==> src/rtl/tlbt_pkg.sv <==
package tlbt_pkg;

    typedef enum logic [1:0] {
        PG_4K = 2'd0,
        PG_2M = 2'd1,
        PG_1G = 2'd2
    } pg_size_e;

    typedef enum logic [1:0] {
        RS_IDLE = 2'd0,
        RS_HIT  = 2'd1,
        RS_MISS = 2'd2
    } rsp_state_e;

    localparam int BASE_OFF = 12;
    localparam int MID_OFF  = 21;
    localparam int BIG_OFF  = 30;

    // number of untranslated low address bits for a size code
    function automatic int offset_of(logic [1:0] sz);
        case (sz)
            PG_2M:   return MID_OFF;
            PG_1G:   return BIG_OFF;
            default: return BASE_OFF;
        endcase
    endfunction

endpackage

==> src/rtl/tlbt_match_cell.sv <==
module tlbt_match_cell
    import tlbt_pkg::*;
#(
    parameter int VPN_W    = 28,
    parameter int PID_W    = 8,
    parameter bit USE_SIZE = 1'b0
) (
    input  logic             ent_valid,
    input  logic [VPN_W-1:0] ent_vpn,
    input  logic [PID_W-1:0] ent_pid,
    input  logic [1:0]       ent_size,
    input  logic [VPN_W-1:0] key_vpn,
    input  logic [PID_W-1:0] key_pid,
    input  logic [1:0]       key_size,
    output logic             match
);
    logic [VPN_W-1:0] cmp_mask;
    logic             size_ok;

    always_comb begin
        for (int i = 0; i < VPN_W; i++) begin
            cmp_mask[i] = (i + BASE_OFF) >= offset_of(ent_size);
        end
    end

    assign size_ok = USE_SIZE ? (ent_size == key_size) : 1'b1;
    assign match   = ent_valid && size_ok && (ent_pid == key_pid)
                     && (((ent_vpn ^ key_vpn) & cmp_mask) == '0);

endmodule

==> src/rtl/tlbt_first_hit.sv <==
module tlbt_first_hit #(
    parameter int N     = 16,
    parameter int IDX_W = 4
) (
    input  logic [N-1:0]     req,
    output logic             any,
    output logic [IDX_W-1:0] idx
);
    always_comb begin
        any = 1'b0;
        idx = '0;
        for (int i = N - 1; i >= 0; i--) begin
            if (req[i]) begin
                any = 1'b1;
                idx = IDX_W'(i);
            end
        end
    end
endmodule

==> src/rtl/tlbt_tagged.sv <==
module tlbt_tagged
    import tlbt_pkg::*;
#(
    parameter int VA_W    = 40,
    parameter int PA_W    = 40,
    parameter int PID_W   = 8,
    parameter int PERM_W  = 3,
    parameter int ENTRIES = 16,
    localparam int IDX_W  = $clog2(ENTRIES),
    localparam int VPN_W  = VA_W - BASE_OFF,
    localparam int PPN_W  = PA_W - BASE_OFF
) (
    input  logic              clk,
    input  logic              rst_n,
    input  logic              lk_valid,
    input  logic [VA_W-1:0]   lk_vaddr,
    input  logic [PID_W-1:0]  lk_pid,
    output logic              rsp_valid,
    output logic              rsp_hit,
    output logic [PA_W-1:0]   rsp_paddr,
    output logic [PERM_W-1:0] rsp_perm,
    output logic              refill_trap,
    input  logic              wr_en,
    input  logic              wr_auto,
    input  logic [IDX_W-1:0]  wr_slot,
    input  logic [VPN_W-1:0]  wr_vpn,
    input  logic [PPN_W-1:0]  wr_ppn,
    input  logic [PID_W-1:0]  wr_pid,
    input  logic [1:0]        wr_size,
    input  logic [PERM_W-1:0] wr_perm,
    input  logic              inv_en,
    input  logic [VPN_W-1:0]  inv_vpn,
    input  logic [PID_W-1:0]  inv_pid,
    input  logic [1:0]        inv_size,
    input  logic              flush
);
    // slot storage
    logic [ENTRIES-1:0] valid_q;
    logic [VPN_W-1:0]   vpn_q  [ENTRIES];
    logic [PPN_W-1:0]   ppn_q  [ENTRIES];
    logic [PID_W-1:0]   pid_q  [ENTRIES];
    logic [1:0]         size_q [ENTRIES];
    logic [PERM_W-1:0]  perm_q [ENTRIES];
    logic [IDX_W-1:0]   rr_q;

    logic [ENTRIES-1:0] lk_hit_vec;
    logic [ENTRIES-1:0] inv_hit_vec;
    logic               lk_any;
    logic [IDX_W-1:0]   sel_idx;
    logic [IDX_W-1:0]   wr_target;
    logic [VPN_W-1:0]   lk_vpn;

    assign lk_vpn    = lk_vaddr[VA_W-1:BASE_OFF];
    assign wr_target = wr_auto ? rr_q : wr_slot;

    // one lookup comparator and one invalidate comparator per slot
    for (genvar g = 0; g < ENTRIES; g++) begin : g_slot
        tlbt_match_cell #(.VPN_W(VPN_W), .PID_W(PID_W), .USE_SIZE(1'b0)) u_lk (
            .ent_valid(valid_q[g]), .ent_vpn(vpn_q[g]), .ent_pid(pid_q[g]),
            .ent_size(size_q[g]), .key_vpn(lk_vpn), .key_pid(lk_pid),
            .key_size(2'd0), .match(lk_hit_vec[g])
        );
        tlbt_match_cell #(.VPN_W(VPN_W), .PID_W(PID_W), .USE_SIZE(1'b1)) u_inv (
            .ent_valid(valid_q[g]), .ent_vpn(vpn_q[g]), .ent_pid(pid_q[g]),
            .ent_size(size_q[g]), .key_vpn(inv_vpn), .key_pid(inv_pid),
            .key_size(inv_size), .match(inv_hit_vec[g])
        );

        always_ff @(posedge clk) begin
            if (wr_en && !flush && wr_target == IDX_W'(g)) begin
                vpn_q[g]  <= wr_vpn;
                ppn_q[g]  <= wr_ppn;
                pid_q[g]  <= wr_pid;
                size_q[g] <= wr_size;
                perm_q[g] <= wr_perm;
            end
        end
    end

    tlbt_first_hit #(.N(ENTRIES), .IDX_W(IDX_W)) u_first (
        .req(lk_hit_vec), .any(lk_any), .idx(sel_idx)
    );

    // valid bits and rotating pointer: flush > write > invalidate
    always_ff @(posedge clk or negedge rst_n) begin
        if (!rst_n) begin
            valid_q <= '0;
            rr_q    <= '0;
        end else begin
            if (flush) begin
                valid_q <= '0;
            end else begin
                for (int e = 0; e < ENTRIES; e++) begin
                    if (wr_en && wr_target == IDX_W'(e)) begin
                        valid_q[e] <= 1'b1;
                    end else if (inv_en && inv_hit_vec[e]) begin
                        valid_q[e] <= 1'b0;
                    end
                end
                if (wr_en && wr_auto) begin
                    rr_q <= (rr_q == IDX_W'(ENTRIES - 1)) ? '0 : rr_q + 1'b1;
                end
            end
        end
    end

    // physical address composition for the selected slot
    logic [PA_W-1:0] lk_pa;
    logic [PA_W-1:0] base_pa;
    logic [PA_W-1:0] va_ext;
    int              sel_off;

    always_comb begin
        sel_off = offset_of(size_q[sel_idx]);
        base_pa = {ppn_q[sel_idx], {BASE_OFF{1'b0}}};
        va_ext  = PA_W'(lk_vaddr);
        for (int b = 0; b < PA_W; b++) begin
            lk_pa[b] = (b < sel_off) ? va_ext[b] : base_pa[b];
        end
    end

    // response state machine
    rsp_state_e        state_q, state_d;
    logic [PA_W-1:0]   paddr_q;
    logic [PERM_W-1:0] perm_out_q;

    always_comb begin
        if (!lk_valid)   state_d = RS_IDLE;
        else if (lk_any) state_d = RS_HIT;
        else             state_d = RS_MISS;
    end

    always_ff @(posedge clk or negedge rst_n) begin
        if (!rst_n) begin
            state_q    <= RS_IDLE;
            paddr_q    <= '0;
            perm_out_q <= '0;
        end else begin
            state_q    <= state_d;
            paddr_q    <= (state_d == RS_HIT) ? lk_pa : '0;
            perm_out_q <= (state_d == RS_HIT) ? perm_q[sel_idx] : '0;
        end
    end

    always_comb begin
        rsp_valid   = 1'b0;
        rsp_hit     = 1'b0;
        refill_trap = 1'b0;
        unique case (state_q)
            RS_IDLE: ;
            RS_HIT:  begin rsp_valid = 1'b1; rsp_hit = 1'b1; end
            RS_MISS: begin rsp_valid = 1'b1; refill_trap = 1'b1; end
            default: ;
        endcase
        rsp_paddr = paddr_q;
        rsp_perm  = perm_out_q;
    end

    // assertions
    p_resp_timing_r1: assert property (@(posedge clk) disable iff (!rst_n)
        lk_valid |=> rsp_valid);
    p_resp_quiet_r1: assert property (@(posedge clk) disable iff (!rst_n)
        !lk_valid |=> !rsp_valid);
    p_miss_clean_r5: assert property (@(posedge clk) disable iff (!rst_n)
        refill_trap |-> (!rsp_hit && rsp_paddr == '0));
    p_lowest_wins_r8: assert property (@(posedge clk) disable iff (!rst_n)
        lk_any |-> (lk_hit_vec[sel_idx]
                    && ((lk_hit_vec & ~({ENTRIES{1'b1}} << sel_idx)) == '0)));
    p_flush_empty_r10: assert property (@(posedge clk) disable iff (!rst_n)
        flush |=> (valid_q == '0));
    p_inv_gone_r9: assert property (@(posedge clk) disable iff (!rst_n)
        (inv_en && !wr_en && !flush) |=> ((valid_q & $past(inv_hit_vec)) == '0));
    p_rr_fill_r7: assert property (@(posedge clk) disable iff (!rst_n)
        (wr_en && wr_auto && !flush) |=> valid_q[$past(rr_q)]);

endmodule

==> config.mk <==
export PLATFORM = sky130hd
export DESIGN_NAME = tlbt_tagged
export DESIGN_NICKNAME = d
export VERILOG_FILES = /design/src/rtl/tlbt_pkg.sv /design/src/rtl/tlbt_match_cell.sv /design/src/rtl/tlbt_first_hit.sv /design/src/rtl/tlbt_tagged.sv
export SDC_FILE = /design/constraint.sdc
export NUM_CORES = 2
export LEC_CHECK = 0
export BUFFER_PORTS_ARGS = -buffer_cell sky130_fd_sc_hd__buf_4
export CORE_MARGIN = 5
export CORE_UTILIZATION = 62
export DETAILED_ROUTE_END_ITERATION = 8
export PLACE_DENSITY = 0.87
export SLEW_MARGIN = 0
export SYNTH_ARGS = -nofsm -noshare
export SYNTH_HDL_FRONTEND = slang
export SYNTH_HIERARCHICAL = 1
export SYNTH_SLANG_ARGS = --single-unit
==> constraint.sdc <==
create_clock -name clk -period 5.59 [get_ports clk]
set_input_delay 0.559 -clock clk [delete_from_list [all_inputs] [get_ports clk]]
set_output_delay 0.559 -clock clk [all_outputs]
set_load 0.005 [all_outputs]
==> summary.txt <==
Status
  – Run status: finished clean

Detailed routing
  – Final routed DRC violation total: 0
  – Avg Vias per Cell: 6.62
  – Routed Antenna Nets: 0
  – Via Count: 33.5k
  – Violation count after the first detailed-route iteration: 5,360
  – Final routed wirelength across all metal layers: 161 mm
  – Drt wl/cell: 31.8 um
  – DRT Pass-1 Iters: 5

Global routing
  – Met1 demand-to-capacity share in global routing: 47.6%
  – Total congestion overflow after global routing: 0
  – Met3 routing resource usage after global routing: 8.12%
  – Overall Global Routing Usage: 33.4%
  – Vias in the first global route: 32.8k
  – Highest-utilization routing layer at the global route stage: met2
  – Number of antenna violations at the first check in global routing: 10
  – Pin count of the biggest net entering global routing: 122
  – First-pass GRT wire length: 231 mm
  – GR Util met2: 51.7%

Placement
  – Weighted congestion reported at the end of routability-driven placement: 0.976
  – Placement-stage cell area: 0.0589 mm^2
  – Port bufs: 211
  – Worst-case setup slack after placement: 0.137 ns
  – Post-DP HPWL: 104 mm

Worst setup path
  – Crit Path Category: register to register
  – Crit-path max cell delay: 0.62 ns
  – Total buffers and inverters traversed by the critical path: 1
  – Delay-heaviest family, CP: compound AO/OA/AOI/OAI gates
  – Crit Path Max Fanout: 10
  – CP max-delay cell: sky130_fd_sc_hd__mux4_1
  – Data required time at the worst endpoint: 6.23 ns
  – Sort of element at the start of the critical path: register
  – Setup crit end kind: register
  – Crit path DAT: 5.94 ns
  – Cells along the critical path: ha_1, o21ai_0, o2111a_1, inv_1, a21oi_1, o311a_2, o22ai_4, mux4_1, mux4_2, ha_1, nand4_1, nor2_1, a22oi_1, nand2_1
  – Most frequent cell on the critical path: sky130_fd_sc_hd__ha_1

Final layout
  – Total non-filler cell area in the finished layout: 0.0626 mm^2
  – Fillers: 5,507
  – Fraction of final layout cells with drive strength greater than 1: 18.5%
  – Area growth from synthesis to final layout: 13.5%
  – Final layout net count: 4,048

STA
  – Slew HR: 7.45%
  – Clock tree skew after final layout: 0.0589 ns
  – RSZ-0062 raised after global routing: false
  – Final hold violations: 0
  – WHS: 0.114 ns
  – Pins over their slew limit: 0
  – Final setup violating endpoints: 0
  – Minimum setup slack in the final design: 0.295 ns
  – Share of the clock period used by the worst path: 94.7%
  – Setup tns final: 0 ns
  – Transition time at the pin with the least slew margin: 1.38 ns
  – Min Clock Period, post-route: 5.29 ns
  – Peak Freq: 189 MHz

Clock tree
  – Number of buffers between clock root and the deepest sink: 3
  – TritonCTS Sinks: 1,169
  – Total clock buffers created by CTS: 112
  – Clock transition time at the flip-flop clock pins of the worst setup and hold paths: 0.06 ns
  – Root Buffer Master: sky130_fd_sc_hd__clkbuf_16
  – Hold-fix buffers at CTS: 1
  – H-tree depth reported by CTS: 3
  – Number of gates given a new drive strength after cts: 0
  – Clock tree from TritonCTS: done
  – Clock latency on the worst-skew pair: 0.71 ns
  – Number of post-CTS setup repair buffers: 0

Worst hold path
  – Worst min-delay path class: input pin to register

Floorplanning
  – Number of placement rows: 109
  – Die width: 308 um
  – Std-Cell Core Area: 0.0884 mm^2
  – Die span in y: 308 um
  – Initial core utilization: 62.5%
  – I/O pin count: 212
  – Full die area: 0.0951 mm^2

Pwr
  – Net switching fraction of the power: 22.9%
  – Internal power summed over all cells: 14.7 mW
  – Flop pwr share: 52.0%
  – Combinational power share: 7.8%
  – Peak VDD IR: 0.000278 V
  – Total power density per cell area: 304 mW/mm^2
  – Reported net switching power: 4.36 mW
  – Leakage: 19.9 nW
  – Share of power burned in the clock network: 40.1%

Synthesis
  – Synthesis Warnings: 6
  – Syn Nets: 3,689
  – Average instance area after synthesis: 16.1 um^2
  – Post-Synthesis Cell Area: 0.0552 mm^2
  – Gate count after technology mapping: 3,438

Run
  – # Max-Cap Violations: 0
[path summary, 6_finish.rpt]
| path | cells after the start | slack (ns) | endpoint | from |
|---|---|---|---|---|
| max | 14 | 0.30 | rsp_paddr[18] | size_q[14][1] |
| min | 2 | 0.11 | rsp_paddr[1] | lk_vaddr[1] |
| max reg2reg | 14 | 0.30 | rsp_paddr[18] | size_q[14][1] |
| min reg2reg | 1 | 0.54 | valid_q[4] | valid_q[4] |
| max in group asynchronous | 3 | 4.02 | rsp_paddr[31] | rst_n |
| min in group asynchronous | 2 | 0.35 | valid_q[10] | rst_n |
[state kept, by name (all words and copies together) (netlist names)]
register / cells
state_q: 2
pid_q: 128
vpn_q: 448
rsp_perm: 3
size_q: 32
perm_q: 48
rsp_paddr: 40
rr_q: 4
valid_q: 16
ppn_q: 448
[power groups by stage]
stage	combinational (mW)	sequential [mW]	clock, mW
final	1.49	9.91	7.64
after global routing	1.56	9.91	8.08
after CTS	1.47	9.90	7.68
after detailed placement	1.45	10.1	0
after global placement	1.42	10.1	0
after floorplan	0.697	10.1	0
[cell usage in the layout (no fill, tap or decap), drive strengths merged, types with 16 or more instances in the layout]
cell        n
a2111oi    34
a21oi      24
a22oi      28
a31o       16
a41oi      32
and3       16
buf       295
clkbuf    145
clkinv     41
dfrtp      65
edfxtp   1104
ha         85
inv        62
mux2i      33
mux4      131
nand2      79
nand3      53
nand4     195
nor2       31
nor3       36
nor4       34
o2111a     32
o21ai      43
xnor2    1089
xor2       96
[per-layer routing]
metal,vias up,wire length [um]
li1,13700,-
met1,16900,59000
met2,2525,74400
met3,338,21300
met4,10,6160
met5,-,57
[cell type report]
cell class	instances	area [um^2]	share of cell area, %
sequential	1169	34800	55.5
multi-input combinational	2159	20100	32.1
clock buffer	145	3000	4.79
timing repair buffer	296	2410	3.85
tap	1165	1460	2.33
clock inverter	60	683	1.09
inverter	59	221	0.354
antenna	4	10.0	0.0160
[worst reg2reg max path, cell delays in order (launching register included)]
cell	delay (ns)
sky130_fd_sc_hd__edfxtp_1	0.59
sky130_fd_sc_hd__ha_1	0.57
sky130_fd_sc_hd__o21ai_0	0.30
sky130_fd_sc_hd__o2111a_1	0.25
sky130_fd_sc_hd__inv_1	0.05
sky130_fd_sc_hd__a21oi_1	0.06
sky130_fd_sc_hd__o311a_2	0.37
sky130_fd_sc_hd__o22ai_4	0.43
sky130_fd_sc_hd__mux4_1	0.62
sky130_fd_sc_hd__mux4_2	0.55
sky130_fd_sc_hd__ha_1	0.40
sky130_fd_sc_hd__nand4_1	0.38
sky130_fd_sc_hd__nor2_1	0.43
sky130_fd_sc_hd__a22oi_1	0.15
sky130_fd_sc_hd__nand2_1	0.09
[metrics by stage]
step | total power [mW] | instances | utilization, %
3_3_place_gp | 11.5 | 4847 | 66.7
3_5_place_dp | 11.5 | 4847 | 66.7
2_1_floorplan | 10.8 | 3438 | -
6_report | 19.0 | 5057 | 70.9
4_1_cts | 19.1 | 5053 | 70.9
5_1_grt | 19.6 | 5056 | 70.9
(Power assumes the default switching activity.)
